===== src/rtl/hp_pkg.sv =====
package hp_pkg;

    typedef enum logic [1:0] {
        D_IDLE,
        D_SETUP,
        D_ACK,
        D_HOLD
    } dstate_e;

    typedef enum logic {
        C_IDLE,
        C_ACK
    } cstate_e;

endpackage


===== src/rtl/hp_sync.sv =====
module hp_sync #(
    parameter int          W       = 1,
    parameter int          STAGES  = 2,
    parameter logic [W-1:0] RST_VAL = '0
) (
    input  logic         clk,
    input  logic         rst_n,
    input  logic [W-1:0] d,
    output logic [W-1:0] q
);
    logic [W-1:0] chain_q [STAGES];

    generate
        for (genvar s = 0; s < STAGES; s++) begin : g_stage
            if (s == 0) begin : g_first
                always_ff @(posedge clk or negedge rst_n) begin
                    if (!rst_n) chain_q[s] <= RST_VAL;
                    else        chain_q[s] <= d;
                end
            end else begin : g_next
                always_ff @(posedge clk or negedge rst_n) begin
                    if (!rst_n) chain_q[s] <= RST_VAL;
                    else        chain_q[s] <= chain_q[s-1];
                end
            end
        end
    endgenerate

    assign q = chain_q[STAGES-1];
endmodule


===== src/rtl/hp_parity.sv =====
module hp_parity #(
    parameter int CHAR_W = 7
) (
    input  logic [CHAR_W-1:0] gen_char,
    output logic              gen_bit,
    input  logic [CHAR_W:0]   chk_byte,
    output logic              chk_ok
);
    // odd parity: the whole byte carries an odd number of ones
    assign gen_bit = ~^gen_char;
    assign chk_ok  = ^chk_byte;
endmodule


===== src/rtl/hp_port.sv =====
module hp_port
    import hp_pkg::*;
#(
    parameter int CHAR_W      = 7,
    parameter int SYNC_STAGES = 2,
    parameter int HOLD_CYC    = 3
) (
    input  logic              clk,
    input  logic              rst_n,
    input  logic              tx_valid,
    input  logic [CHAR_W-1:0] tx_char,
    output logic              tx_ready,
    output logic              cmd_valid,
    output logic [CHAR_W-1:0] cmd_char,
    output logic              cmd_perr,
    output logic              perr_sticky,
    input  logic              host_dreq_n,
    output logic              rdr_dack_n,
    input  logic              host_creq_n,
    output logic              rdr_cack_n,
    input  logic [CHAR_W:0]   pbus_i,
    output logic [CHAR_W:0]   pbus_o,
    output logic              pbus_oe
);
    localparam int BYTE_W = CHAR_W + 1;
    localparam int SW     = BYTE_W + 2;
    localparam int HCW    = $clog2(HOLD_CYC + 1);

    typedef struct packed {
        dstate_e           dst;
        cstate_e           cst;
        logic [HCW-1:0]    hold_cnt;
        logic              have;
        logic [BYTE_W-1:0] txbyte;
        logic              oe;
        logic              dack_n;
        logic              cack_n;
        logic              cvalid;
        logic [CHAR_W-1:0] cchar;
        logic              cperr;
        logic              err;
    } regs_t;

    regs_t r_d, r_q;

    logic [SW-1:0]     sync_out;
    logic              dreq_s_n, creq_s_n;
    logic [BYTE_W-1:0] bus_s;
    logic              par_bit, par_ok;

    hp_sync #(
        .W      (SW),
        .STAGES (SYNC_STAGES),
        .RST_VAL({2'b11, {BYTE_W{1'b0}}})
    ) u_sync (
        .clk  (clk),
        .rst_n(rst_n),
        .d    ({host_dreq_n, host_creq_n, pbus_i}),
        .q    (sync_out)
    );

    assign dreq_s_n = sync_out[SW-1];
    assign creq_s_n = sync_out[SW-2];
    assign bus_s    = sync_out[BYTE_W-1:0];

    hp_parity #(.CHAR_W(CHAR_W)) u_par (
        .gen_char(tx_char),
        .gen_bit (par_bit),
        .chk_byte(bus_s),
        .chk_ok  (par_ok)
    );

    always_comb begin
        r_d        = r_q;
        r_d.cvalid = 1'b0;

        // holding register load
        if (tx_valid && !r_q.have) begin
            r_d.have   = 1'b1;
            r_d.txbyte = {par_bit, tx_char};
        end

        // command handshake: wins whenever the data side is idle
        case (r_q.cst)
            C_IDLE: begin
                if (!creq_s_n && r_q.dst == D_IDLE) begin
                    r_d.cst    = C_ACK;
                    r_d.cack_n = 1'b0;
                end
            end
            C_ACK: begin
                if (creq_s_n) begin
                    r_d.cst    = C_IDLE;
                    r_d.cack_n = 1'b1;
                    r_d.cvalid = 1'b1;
                    r_d.cchar  = bus_s[CHAR_W-1:0];
                    r_d.cperr  = !par_ok;
                    if (!par_ok) r_d.err = 1'b1;
                end
            end
            default: r_d.cst = C_IDLE;
        endcase

        // data handshake
        case (r_q.dst)
            D_IDLE: begin
                if (r_q.have && !dreq_s_n && creq_s_n && r_q.cst == C_IDLE) begin
                    r_d.dst = D_SETUP;
                    r_d.oe  = 1'b1;
                end
            end
            D_SETUP: begin
                r_d.dst    = D_ACK;
                r_d.dack_n = 1'b0;
            end
            D_ACK: begin
                if (dreq_s_n) begin
                    r_d.dst      = D_HOLD;
                    r_d.dack_n   = 1'b1;
                    r_d.hold_cnt = '0;
                end
            end
            D_HOLD: begin
                if (r_q.hold_cnt == HCW'(HOLD_CYC - 1)) begin
                    r_d.dst  = D_IDLE;
                    r_d.oe   = 1'b0;
                    r_d.have = 1'b0;
                end else begin
                    r_d.hold_cnt = r_q.hold_cnt + 1'b1;
                end
            end
            default: r_d.dst = D_IDLE;
        endcase
    end

    always_ff @(posedge clk or negedge rst_n) begin
        if (!rst_n) begin
            r_q        <= '0;
            r_q.dst    <= D_IDLE;
            r_q.cst    <= C_IDLE;
            r_q.dack_n <= 1'b1;
            r_q.cack_n <= 1'b1;
        end else begin
            r_q <= r_d;
        end
    end

    assign tx_ready    = !r_q.have;
    assign cmd_valid   = r_q.cvalid;
    assign cmd_char    = r_q.cchar;
    assign cmd_perr    = r_q.cperr;
    assign perr_sticky = r_q.err;
    assign rdr_dack_n  = r_q.dack_n;
    assign rdr_cack_n  = r_q.cack_n;
    assign pbus_o      = r_q.txbyte;
    assign pbus_oe     = r_q.oe;
endmodule


===== config.mk =====
export PLATFORM = sky130hd
export DESIGN_NAME = hp_port
export DESIGN_NICKNAME = d
export VERILOG_FILES = /design/src/rtl/hp_pkg.sv /design/src/rtl/hp_sync.sv /design/src/rtl/hp_parity.sv /design/src/rtl/hp_port.sv
export SDC_FILE = /design/constraint.sdc
export NUM_CORES = 1
export LEC_CHECK = 0
export BUFFER_PORTS_ARGS = -buffer_cell sky130_fd_sc_hd__buf_2
export CAP_MARGIN = 15
export CORE_ASPECT_RATIO = 0.75
export CORE_UTILIZATION = 47
export DETAILED_ROUTE_END_ITERATION = 6
export PLACE_DENSITY = 0.76
export SYNTH_ARGS = -nofsm -noshare
export SYNTH_HDL_FRONTEND = slang
export SYNTH_SLANG_ARGS = --single-unit

===== constraint.sdc =====
create_clock -name clk -period 1.7 [get_ports clk]
set_clock_uncertainty 0.15 [all_clocks]
set_input_delay 0.255 -clock clk [delete_from_list [all_inputs] [get_ports clk]]
set_output_delay 0.255 -clock clk [all_outputs]
set_load 0.03 [all_outputs]

==> impl_results.md <==
* Final Max Slew Viols at 0
* Status: finished, final reports clean
* Top Ports at 42
* Slew Limit Headroom at 71.4%
* Initial antenna violation count at 0
* Power Internal at 2570 uW
* Initial drt markers at 51
* Antenna-violating nets left at 0
* PortBufs at 41
* Area Growth Syn to Fin at 24.2%
* Hold Fails Final Rpt at 0
* Arr. time, crit path at 1680 ps
* Slew @ Worst Pin at 428 ps
* Die ar. at 4220 um2
* Vias in the first global route at 1158
* Maxcap violations at 0
* Die Y at 56.5 um
* Distinct cell type count after synthesis at 25
* Top-area cell type share of the netlist area at 55.1%
* Worst EP required at 1720 ps
* Lkg Pwr at 0.00110 uW
* Clk pwr share at 19.8%
* Design area at 2310 um2
* Combinational share of power at 40.2%
* Seq pwr share at 40.0%
* DP Wirelength at 2.25 mm
* Cell area after placement at 2050 um2
* DRT Wirelength at 3.11 mm
* Worst hold path type: primary input to flop
* Placed Instances at 219
* Starting Density at 49.9%
* Fin cells at 239
* Max rail drop VDD at 1.01 mV
* Num CTS Buffers at 5
* # diodes at 0
* Fin nets at 211
* Core Region at 3730 um2
* Worst-path clk slew at 90 ps
* Post-Syn Area per Cell at 13.6 um2
* Worst setup SP type: flop
* Crit share post-route at 97.8%
* DR DRC count at 0
* CTS tree: yes
* Switching pwr at 1520 uW
* Unrepaired setup endpoints after global routing: true
* Post-route worst setup slack at 36.9 ps
* Max clock buf depth at 2
* Row count at 19
* Mapped Cells at 137
* Crit path time final at 1660 ps
* Total GRT Usage at 16.4%
* Register area share after synthesis at 63.5%
* Via count at 1134
* Routed vias/inst at 4.74
* Total power at 4080 uW
* Achievable clock frequency at 0.601 GHz
* First-pass GRT wire length at 5.02 mm
* Root buffer selected by CTS: clkbuf_8
* Later-pin clock latency in the skew report at 290 ps
* Main area contributors after synthesis: dfrtp_1 (55%), dfstp_2 (8.5%), mux2_2 (8.5%)
* Setup WS pre-CTS at -59.4 ps
* Pwr per Cell Area at 1770 nW/um2
* CP Class: flop to flop
* Critical Path Fanout Max at 3
* # setup viols final at 0
* Leading area contributor after synthesis: dfrtp_1
* Synth Register Bits at 47
* YS warnings at 0
* Crit path capture type: flop
* Largest net degree at the start of global routing at 23
* Area of the mapped netlist at 1860 um2
* Wire per inst at 13.0 um
* Post-layout util at 62.0%
* Total grt overflow at 0
* First drt pass iteration count at 4
* Net Sw Frac at 37.1%
* Die width at 74.7 um
* Synth Net Count at 162
* GP Congestion at 0.883
* CTS H-tree depth at 2
* Layout cells sized above 1 at 42.8%
* # clock sinks at 47
## what timing repair did
action / CTS / global route
setup endpoints to repair: 2 / 2
setup buffers: 1 / 0
resized for setup: 5 / 2
pin swaps: 1 / 0
hold endpoints to repair: 20 / 0
hold buffers: 11 / 0
## layout make-up
type / count / area, um2
fill: 300 / 1420
sequential: 47 / 1180
multi-input combinational: 67 / 563
timing repair buffer: 58 / 360
clock buffer: 5 / 68.8
tap: 52 / 65.1
clock inverter: 3 / 46.3
inverter: 7 / 26.3
## Yosys cell counts
master and n:
dfrtp_1 41, buf_4 15, mux2_2 14, xnor2_1 10, inv_1 7, dfstp_2 6
nand2_1 6, ha_1 5, nor2_1 5, o21ai_0 5, a21oi_1 4, xor2_1 3
a22o_1 2, nor2b_1 2, o21bai_1 2, buf_2 1, mux2_1 1, nand2b_1 1
nor3_1 1, nor3_2 1, o21ai_1 1, o31a_1 1, o31ai_1 1, o32a_1 1
or3_1 1
## routing by layer
metal / up-vias / part of all wire, % / routed length [um] / global-route usage, %
met3: 4 / 5.2 / 161 / 4.85
met5: - / 0 / 0 / 0
li1: 533 / - / - / -
met4: 0 / 0.93 / 29 / 5.66
met1: 557 / 43 / 1330 / 19.1
met2: 40 / 51 / 1590 / 28.6
## flip-flops by register name (all words and copies together), names as in the netlist
register and cells:
cmd_valid 1, rdr_cack_n 1, pbus_oe 1, r_q 6, u_sync.chain_q 10, perr_sticky 1, cmd_perr 1, u_sync.q 10
cmd_char 7, pbus_o 8, rdr_dack_n 1
## through the flow
step           TNS, ps  hold WS, ps
2_1_floorplan        0         -191
3_3_place_gp         0         35.5
3_5_place_dp      -117         34.8
4_1_cts              0         64.8
5_1_grt          -35.7         61.2
6_report             0         71.5
## critical path, stage by stage, from the launching register on
cell and delay [ps]:
dfrtp_1 390, buf_4 150, ha_1 200, nor2b_4 140, nor3_4 210, mux2_4 320
## power groups by stage
stage / logic (uW) / clock network (uW) / registers [uW]
final: 1640 / 809 / 1630
after global routing: 1780 / 881 / 1670
after CTS: 1650 / 835 / 1630
after detailed placement: 1530 / 0 / 1660
after global placement: 1460 / 0 / 1630
after floorplan: 1240 / 0 / 1720
## path summary, 6_finish.rpt
path                       depth (start not counted)  slack, ps          end          startpoint
max                                                5         40      r_q[26]             r_q[25]
min                                                2         70    pbus_o[0]          tx_char[0]
max reg2reg                                        5         40      r_q[26]             r_q[25]
min reg2reg                                        0        210  u_sync.q[0]  u_sync.chain_q[10]
max in group asynchronous                          3        550     cmd_perr               rst_n
min in group asynchronous                          2        260      r_q[23]               rst_n
## kinds of logic after synthesis
family | count (synthesis) | synth area share [%]
flip-flops | 47 | 63.5
XOR/XNOR | 13 | 6.11
adder cells (fa/ha/maj) | 5 | 3.36
AND/OR/NAND/NOR | 17 | 4.37
multiplexers | 15 | 9.07
buffers and inverters | 23 | 7.72
AO/OA/AOI/OAI | 17 | 5.84
## cells in the final DEF (no fill, tap or decap), drive strengths merged, types with 2 or more instances in the layout
master | netlist | routed
a21oi | 4 | 4
a22o | 2 | 2
buf | 16 | 47
clkbuf | 0 | 5
dfrtp | 41 | 41
dfstp | 6 | 6
dlygate4sd3 | 0 | 11
ha | 5 | 5
inv | 7 | 8
mux2 | 15 | 15
nand2 | 6 | 6
nor2 | 5 | 5
nor2b | 2 | 2
nor3 | 2 | 2
o21ai | 6 | 6
o21bai | 2 | 2
xnor2 | 10 | 10
xor2 | 3 | 3
(Power assumes the default switching activity.)
